File: config.mk
export PLATFORM = sky130hd
export DESIGN_NAME = sdram_cmd_monitor
export DESIGN_NICKNAME = d
export VERILOG_FILES = /design/src/rtl/sdram_cmd_monitor.sv
export SDC_FILE = /design/constraint.sdc
export NUM_CORES = 1
export LEC_CHECK = 0
export BUFFER_PORTS_ARGS = -buffer_cell sky130_fd_sc_hd__buf_4
export CORE_MARGIN = 2
export CORE_UTILIZATION = 51
export CTS_CLUSTER_SIZE = 20
export DETAILED_ROUTE_END_ITERATION = 8
export GPL_ROUTABILITY_DRIVEN = 0
export GPL_TIMING_DRIVEN = 0
export PLACE_DENSITY = 0.84
export SETUP_SLACK_MARGIN = 0.4
export SYNTH_ARGS = -nofsm -noshare
export SYNTH_HDL_FRONTEND = slang
export SYNTH_SLANG_ARGS = --single-unit
File: constraint.sdc
create_clock -name clk -period 2.4 [get_ports clk]
set_input_delay 0.12 -clock clk [delete_from_list [all_inputs] [get_ports clk]]
set_output_delay 0.12 -clock clk [all_outputs]
set_load 0.02 [all_outputs]
File: src/rtl/sdram_cmd_monitor.sv
module sdram_cmd_monitor #(
  parameter int ADDR_W    = 12,
  parameter int BA_W      = 2,
  parameter int BURST_LEN = 4,
  parameter int WR_LAT    = 1,
  parameter int MRD_CYC   = 2
) (
  input  logic              clk,
  input  logic              rst_n,
  input  logic              cke_prev,
  input  logic              cke,
  input  logic              cs_n,
  input  logic              ras_n,
  input  logic              cas_n,
  input  logic              we_n,
  input  logic [BA_W-1:0]   ba,
  input  logic [ADDR_W-1:0] addr,
  output logic [9:0]        cmd,
  output logic [(1<<BA_W)-1:0] bank_sel,
  output logic              auto_pre,
  output logic              err,
  output logic [2:0]        err_code
);
  localparam int NB     = 1 << BA_W;
  localparam int WIN    = BURST_LEN / 2 + WR_LAT;
  localparam int WW     = $clog2(WIN + 1);
  localparam int MW     = $clog2(MRD_CYC + 1);
  localparam int AP_BIT = 10;
  localparam int C_NOP = 0, C_MRS = 1, C_EMRS = 2, C_ACT = 3, C_RD = 4,
                 C_WR = 5, C_PRE = 6, C_REF = 7, C_SREF = 8, C_BST = 9;

  logic [NB-1:0]   open_q, open_d;
  logic [MW-1:0]   mrd_q;
  logic [WW-1:0]   wap_q;
  logic [BA_W-1:0] wap_bank_q;
  logic [9:0]      dec;
  logic [2:0]      code;

  always_comb begin
    dec = '0;
    if (!cke_prev || cs_n) dec[C_NOP] = 1'b1;
    else if (!cke) begin
      if ({ras_n, cas_n, we_n} == 3'b001) dec[C_SREF] = 1'b1;
      else dec[C_NOP] = 1'b1;
    end else begin
      unique case ({ras_n, cas_n, we_n})
        3'b000:  dec[ba[0] ? C_EMRS : C_MRS] = 1'b1;
        3'b001:  dec[C_REF] = 1'b1;
        3'b010:  dec[C_PRE] = 1'b1;
        3'b011:  dec[C_ACT] = 1'b1;
        3'b100:  dec[C_WR]  = 1'b1;
        3'b101:  dec[C_RD]  = 1'b1;
        3'b110:  dec[C_BST] = 1'b1;
        default: dec[C_NOP] = 1'b1;
      endcase
    end
  end

  wire [NB-1:0] ba_hot   = NB'(1) << ba;
  wire          bank_cmd = dec[C_ACT] | dec[C_RD] | dec[C_WR] | dec[C_PRE];
  wire          pre_all  = dec[C_PRE] & addr[AP_BIT];
  wire [NB-1:0] sel      = pre_all ? '1 : (bank_cmd ? ba_hot : '0);
  wire          rw       = dec[C_RD] | dec[C_WR];
  wire          all_idle = (open_q == '0);
  wire          tgt_open = |(open_q & ba_hot);
  wire          mode_cmd = dec[C_MRS] | dec[C_EMRS];
  wire          ref_cmd  = dec[C_REF] | dec[C_SREF];

  always_comb begin
    code = 3'd0;
    if (!dec[C_NOP] && mrd_q != '0)  code = 3'd3;
    else if (rw && wap_q != '0)      code = 3'd6;
    else if (mode_cmd && !all_idle)  code = 3'd1;
    else if (ref_cmd && !all_idle)   code = 3'd2;
    else if (dec[C_ACT] && tgt_open) code = 3'd4;
    else if (rw && !tgt_open)        code = 3'd5;
  end

  wire ok = (code == 3'd0);

  always_comb begin
    open_d = open_q;
    if (wap_q == WW'(1)) open_d[wap_bank_q] = 1'b0;
    if (ok) begin
      if (dec[C_ACT]) open_d = open_d | ba_hot;
      if (dec[C_PRE]) open_d = open_d & ~sel;
      if (dec[C_RD] && addr[AP_BIT]) open_d = open_d & ~ba_hot;
    end
  end

  always_ff @(posedge clk) begin
    if (!rst_n) begin
      cmd        <= 10'd1;
      bank_sel   <= '0;
      auto_pre   <= 1'b0;
      err        <= 1'b0;
      err_code   <= 3'd0;
      open_q     <= '0;
      mrd_q      <= '0;
      wap_q      <= '0;
      wap_bank_q <= '0;
    end else begin
      cmd      <= dec;
      bank_sel <= sel;
      auto_pre <= rw & addr[AP_BIT];
      err      <= ~ok;
      err_code <= code;
      open_q   <= open_d;
      if (ok && mode_cmd)     mrd_q <= MW'(MRD_CYC - 1);
      else if (mrd_q != '0)   mrd_q <= mrd_q - 1'b1;
      if (ok && dec[C_WR] && addr[AP_BIT]) begin
        wap_q      <= WW'(WIN);
        wap_bank_q <= ba;
      end else if (wap_q != '0) wap_q <= wap_q - 1'b1;
    end
  end
endmodule

Yosys cells after proc, flatten, opt, wreduce, memory -nomap -nowiden

Index checks and enable logic that the tools add are counted.

$add $sub $neg: 2
$lt $le $gt $ge: 4
Equal/unequal tests: 7
Shift-type cells: 1
Muxes and demuxes: 40
Bitwise gates (word level): 19
Reduce and logical (&&, ||, !) cells: 28

Operators by type and width:

| operator                                                           | number |
|---|---|
| 2-to-1 mux 4 bit                                                   | 9 |
| 2-to-1 mux 3 bit                                                   | 6 |
| bitwise AND 4 bit                                                  | 4 |
| case mux 1 bit (2 select lines)                                    | 7 |
| logical AND 1 bit                                                  | 12 |
| NOT 4 bit                                                          | 3 |
| 2-to-1 mux 1 bit                                                   | 10 |
| equality test 3 bit (second input constant)                        | 3 |
| 2-to-1 mux 2 bit                                                   | 4 |
| 2-to-1 mux 8 bit                                                   | 1 |
| nonzero test 2 bit                                                 | 4 |
| 2-to-1 mux 7 bit                                                   | 1 |
| equality test 3 x 2 -> 1 bit (second input constant)               | 2 |
| logical NOT 3 bit                                                  | 2 |
| bitwise OR 1 bit                                                   | 6 |
| OR reduction 6 bit                                                 | 1 |
| < comparator 2 x 5 -> 1 bit (second input constant)                | 1 |
| demux 1 bit (select 4 bit)                                         | 1 |
| greater-or-equal comparator 2 x 1 -> 1 bit (second input constant) | 2 |
| logical NOT 1 bit                                                  | 4 |
| logical NOT 4 bit                                                  | 1 |
| bitwise OR 4 bit                                                   | 1 |
| OR reduction 4 bit                                                 | 1 |
| << shifter 1 x 2 -> 4 bit (first input constant)                   | 1 |
| 10 further kinds                                                   | 14 |

Flip-flop bits (word level): 29
Input bits: 22
Output and inout port bits: 19
Logic and storage cells: 112

Depth between registers and ports, before layout

Depth in word-level cells: 24
Mapped depth: 7
Depth with buffers taken out: 7

Least setup slack after synthesis

OpenSTA, ideal clock, no wires.

Path type: flip-flop to flip-flop
Start: register wap_q[0]
End: register mrd_q[0]
Library setup time: 0.117 ns
Data arrival time: 1.570 ns
Data required time: 2.283 ns
Setup slack: 0.713 ns
Stages on the path, launching flop included: 7
Path buffers: 0
Clock period less this slack: 1.687 ns
Path through: dfxtp_1 -> inv_1 -> ha_1 -> o32ai_2 -> o31a_1 -> nor3_2 -> a32o_1

Word-level cells in the longest chain between the ends: 7
Elaborated cells on any way between the ends: 8
Those cells by class: mux (3); reduce/logical (5)

RTL lines:

| item                                                          | RTL line | source |
|---|---|---|
| start: declaration                                            | 34       | `logic [WW-1:0] wap_q;` |
| start signal: assignment                                      | 112      | `wap_q <= WW'(WIN);` |
| start signal: assignment                                      | 114      | `end else if (wap_q != '0) wap_q <= wap_q - 1'b1;` |
| nonzero test 2 bit *                                          | 72       | `else if (rw && wap_q != '0) code = 3'd6;` |
| logical AND 1 bit *                                           | 72       |  |
| 2-to-1 mux 3 bit *                                            | 72       |  |
| 2-to-1 mux 3 bit *                                            | 71       | `if (!dec[C_NOP] && mrd_q != '0) code = 3'd3;` |
| logical NOT 3 bit *                                           | 79       | `wire ok = (code == 3'd0);` |
| logical AND 1 bit *                                           | 109      | `if (ok && mode_cmd) mrd_q <= MW'(MRD_CYC - 1);` |
| 2-to-1 mux 1 bit / nonzero test 2 bit (equally long branches) | n/a      |  |
| end signal: assignment                                        | 109      |  |
| end signal: assignment                                        | 110      | `else if (mrd_q != '0) mrd_q <= mrd_q - 1'b1;` |
| end: declaration                                              | 33       | `logic [MW-1:0] mrd_q;` |

Mark *: on every way between the ends. The rest lies on a longest branch, timed or not.
A chain may end at the register's enable or synchronous reset.

Final worst setup path

Same ends and word-level chain as after synthesis.

==> run metrics <==
Leak=0.678 nW; die width=56.9 µm; Final period util=0.792; Total GRT Usage=0.206; die area=3240 µm²; Total Wirelength=3150 µm; Total Nets Final=213; unrepaired setup endpoints after global routing=yes; Unique masters post-synth=44; yosys warns=0; largest net degree at the start of global routing=11; Worst Path Arrival=2.13 ns; drt first pass iters=4; Syn Area/Cell=9.21 µm²; #FFs+latches synth=29; Slowest-stage cell, CP=o32ai_2; ys async rst share=0; status=finished clean; setup bufs post-CTS=0; crit-path cells=inv_1 -> ha_1 -> o32ai_2 -> o31a_1 -> nor3_2 -> a32o_1; clock sinks=29; sequential share of the synthesized area=0.407; initial antenna violation count=0; Hold Vio Cnt, Final=0; Root Buffer=clkbuf_4; Comb power frac=0.263; H-tree depth=2; min-delay worst type=in2reg; leading area contributor after synthesis=dfxtp_1; diodes inserted=0; I/O pins=41; clock power share=0.326; Rel. slew slack=0.668; P_int=0.000912 W; Crit. End Element=flip-flop; critical path class=reg2reg; share of the synthesized area in the top cell type=0.407; first-pass GRT wire length=5150 µm; Post-CTS Resized=0; drc violations=0; Synth-to-Final Area Change=23.2%; Power Total=0.00130 W; # rows=19; Max Cap Violations=0; worst path bufs/invs=1; Worst Skew=0.0118 ns; Final ANT Viol Nets=0; HPWL Detailed=2370 µm; Initial Utilization=0.527; CP max stage delay=0.49 ns; maximum net fanout on the critical path=4; syn_nets=180; sequential share of power=0.411; total gr overflow=0; power per cell area=738 nW/µm²; total core area=2710 µm²; Post-Synthesis Cells=155; peak supply drop=0.736 mV; number of global-route vias before repair=1195; CP Launch Type=flip-flop; setup TNS=0 ns; Cell Area, Synth=1430 µm²; Die Y=56.9 µm; fin crit period=1.90 ns; CTS Buf Count=5; max-slew violation count=0; clk_lat worst skew=0.33 ns; count of input and output buffers=26; Psw=0.000386 W; Worst Path Required=2.63 ns; count of flip-flops with a built-in enable after synthesis=0; clock-pin slew on the worst setup and hold paths=0.10 ns; count of final setup violators=0; Post-synth top flop=dfxtp_1; CTS Buffer Depth=2; leading post-synthesis cells by cell area=dfxtp_1, nor2_1, a221oi_2, o21a_1, o21ai_0; Net Sw Frac=0.297; DR iter-0 viols=59; delay-heaviest family, CP=compound AO/OA/AOI/OAI gates; layout cells sized above 1=0.307; routed vias=1275; Worst-Margin Slew=0.494 ns; CTS Hold Buffers Added=0; maximum clock frequency=0.526 GHz; DR WL/cell=14.3 µm; via-per-instance ratio=5.80; CTS tree=yes
## final cells by class
cell class / instances / area [µm²]
tap: 31 / 38.8
buffer: 6 / 32.5
clock buffer: 6 / 51.3
timing repair buffer: 26 / 195
inverter: 9 / 33.8
fill: 226 / 951
sequential: 29 / 581
clock inverter: 2 / 37.5
multi-input combinational: 111 / 790
## synth_stat cells (2+ instances only)
cell type	number
nand3_1	4
nand2b_1	5
nor2_1	22
a221oi_2	4
o21ai_1	3
nand4_1	2
o21ai_0	8
nor3_1	6
o21a_1	7
xnor2_1	2
dfxtp_1	29
nor2b_1	2
nand3b_1	4
nand2_1	8
a21oi_1	5
a21o_1	2
ha_1	3
inv_1	8
buf_2	4
nor4_2	2
and3_1	2
## per-layer routing
metal | track usage | up-vias | wire, µm
li1 | - | 623 | -
met1 | 0.227 | 589 | 1280
met2 | 0.353 | 54 | 1570
met3 | 0.0737 | 9 | 224
met4 | 0.0897 | 0 | 78
met5 | 0 | - | 0
## power by group through the flow
stage	Combinational, W	Clock [W]	Sequential (W)
detailed placement	0.000333	0	0.000544
global placement	0.000317	0	0.000543
finish	0.000341	0.000423	0.000533
global route	0.000379	0.000449	0.000536
CTS	0.000339	0.000431	0.000534
floorplan	0.000253	0	0.000549
## path summary, 6_finish.rpt
check                                    end  slack, ns                  startpoint  depth (start not counted)
setup / recovery       mrd_q[0]$_SDFFE_PN0P_       0.50       wap_q[0]$_SDFFE_PN0P_                          6
hold / removal             cmd[8]$_SDFF_PN0_       0.02                         cke                          2
setup reg to reg       mrd_q[0]$_SDFFE_PN0P_       0.50       wap_q[0]$_SDFFE_PN0P_                          6
hold reg to reg   wap_bank_q[1]$_SDFFE_PN0P_       0.54  wap_bank_q[1]$_SDFFE_PN0P_                          2
## placed cells by master (no fill, tap or decap), types with 2 or more instances in the layout
master,count
a221oi_2,4
nand4_1,2
nor2_1,22
nand3b_1,4
dfxtp_1,29
ha_1,3
inv_1,8
nand2b_1,5
o21ai_0,8
buf_4,26
xnor2_1,2
a21o_1,2
nand3_1,4
nand2_1,8
clkbuf_4,5
a21oi_1,5
o21ai_1,3
o21a_1,7
and3_1,2
nor4_2,2
nor3_1,6
nor2b_1,2
buf_2,4
## kinds of logic (layout without fill, tap and decap cells)
group | count (synthesis) | after routing | share of synthesized area
buffers and inverters | 15 | 49 | 0.0464
multiplexers | 3 | 3 | 0.0333
AO/OA/AOI/OAI | 39 | 39 | 0.218
XOR/XNOR | 2 | 2 | 0.0123
adder cells (fa/ha/maj) | 3 | 3 | 0.0263
AND/OR/NAND/NOR | 64 | 64 | 0.257
flip-flops | 29 | 29 | 0.407
## flip-flops by register name (all words and copies together), names as in the netlist
| name | count |
|---|---|
| wap_bank_q | 2 |
| err_code | 3 |
| bank_sel | 4 |
| cmd | 10 |
| mrd_q | 2 |
| err | 1 |
| auto_pre | 1 |
| open_q | 4 |
| wap_q | 2 |
## stage by stage
stage / hold WS, ns / area [µm²] / instances / util / worst slack [ns]
6_report: 0.0229 / 1760 / 220 / 0.649 / 0.500
5_1_grt: 0.0311 / 1760 / 220 / 0.649 / 0.386
4_1_cts: 0.0144 / 1750 / 220 / 0.646 / 0.418
3_3_place_gp: 0.359 / 1660 / 212 / 0.613 / 0.520
2_1_floorplan: 0.198 / 1430 / 155 / - / 0.713
3_5_place_dp: 0.361 / 1660 / 212 / 0.613 / 0.444
## worst reg2reg max path: cells and delay by family, from the launching register on
family | cells | cell delay, ns
adders and majority gates | 1 | 0.27
AOI/OAI and AO/OA | 3 | 1.02
and+or+nand+nor | 1 | 0.09
DFF | 1 | 0.38
buffers and inverters | 1 | 0.06
(Power assumes the default switching activity.)
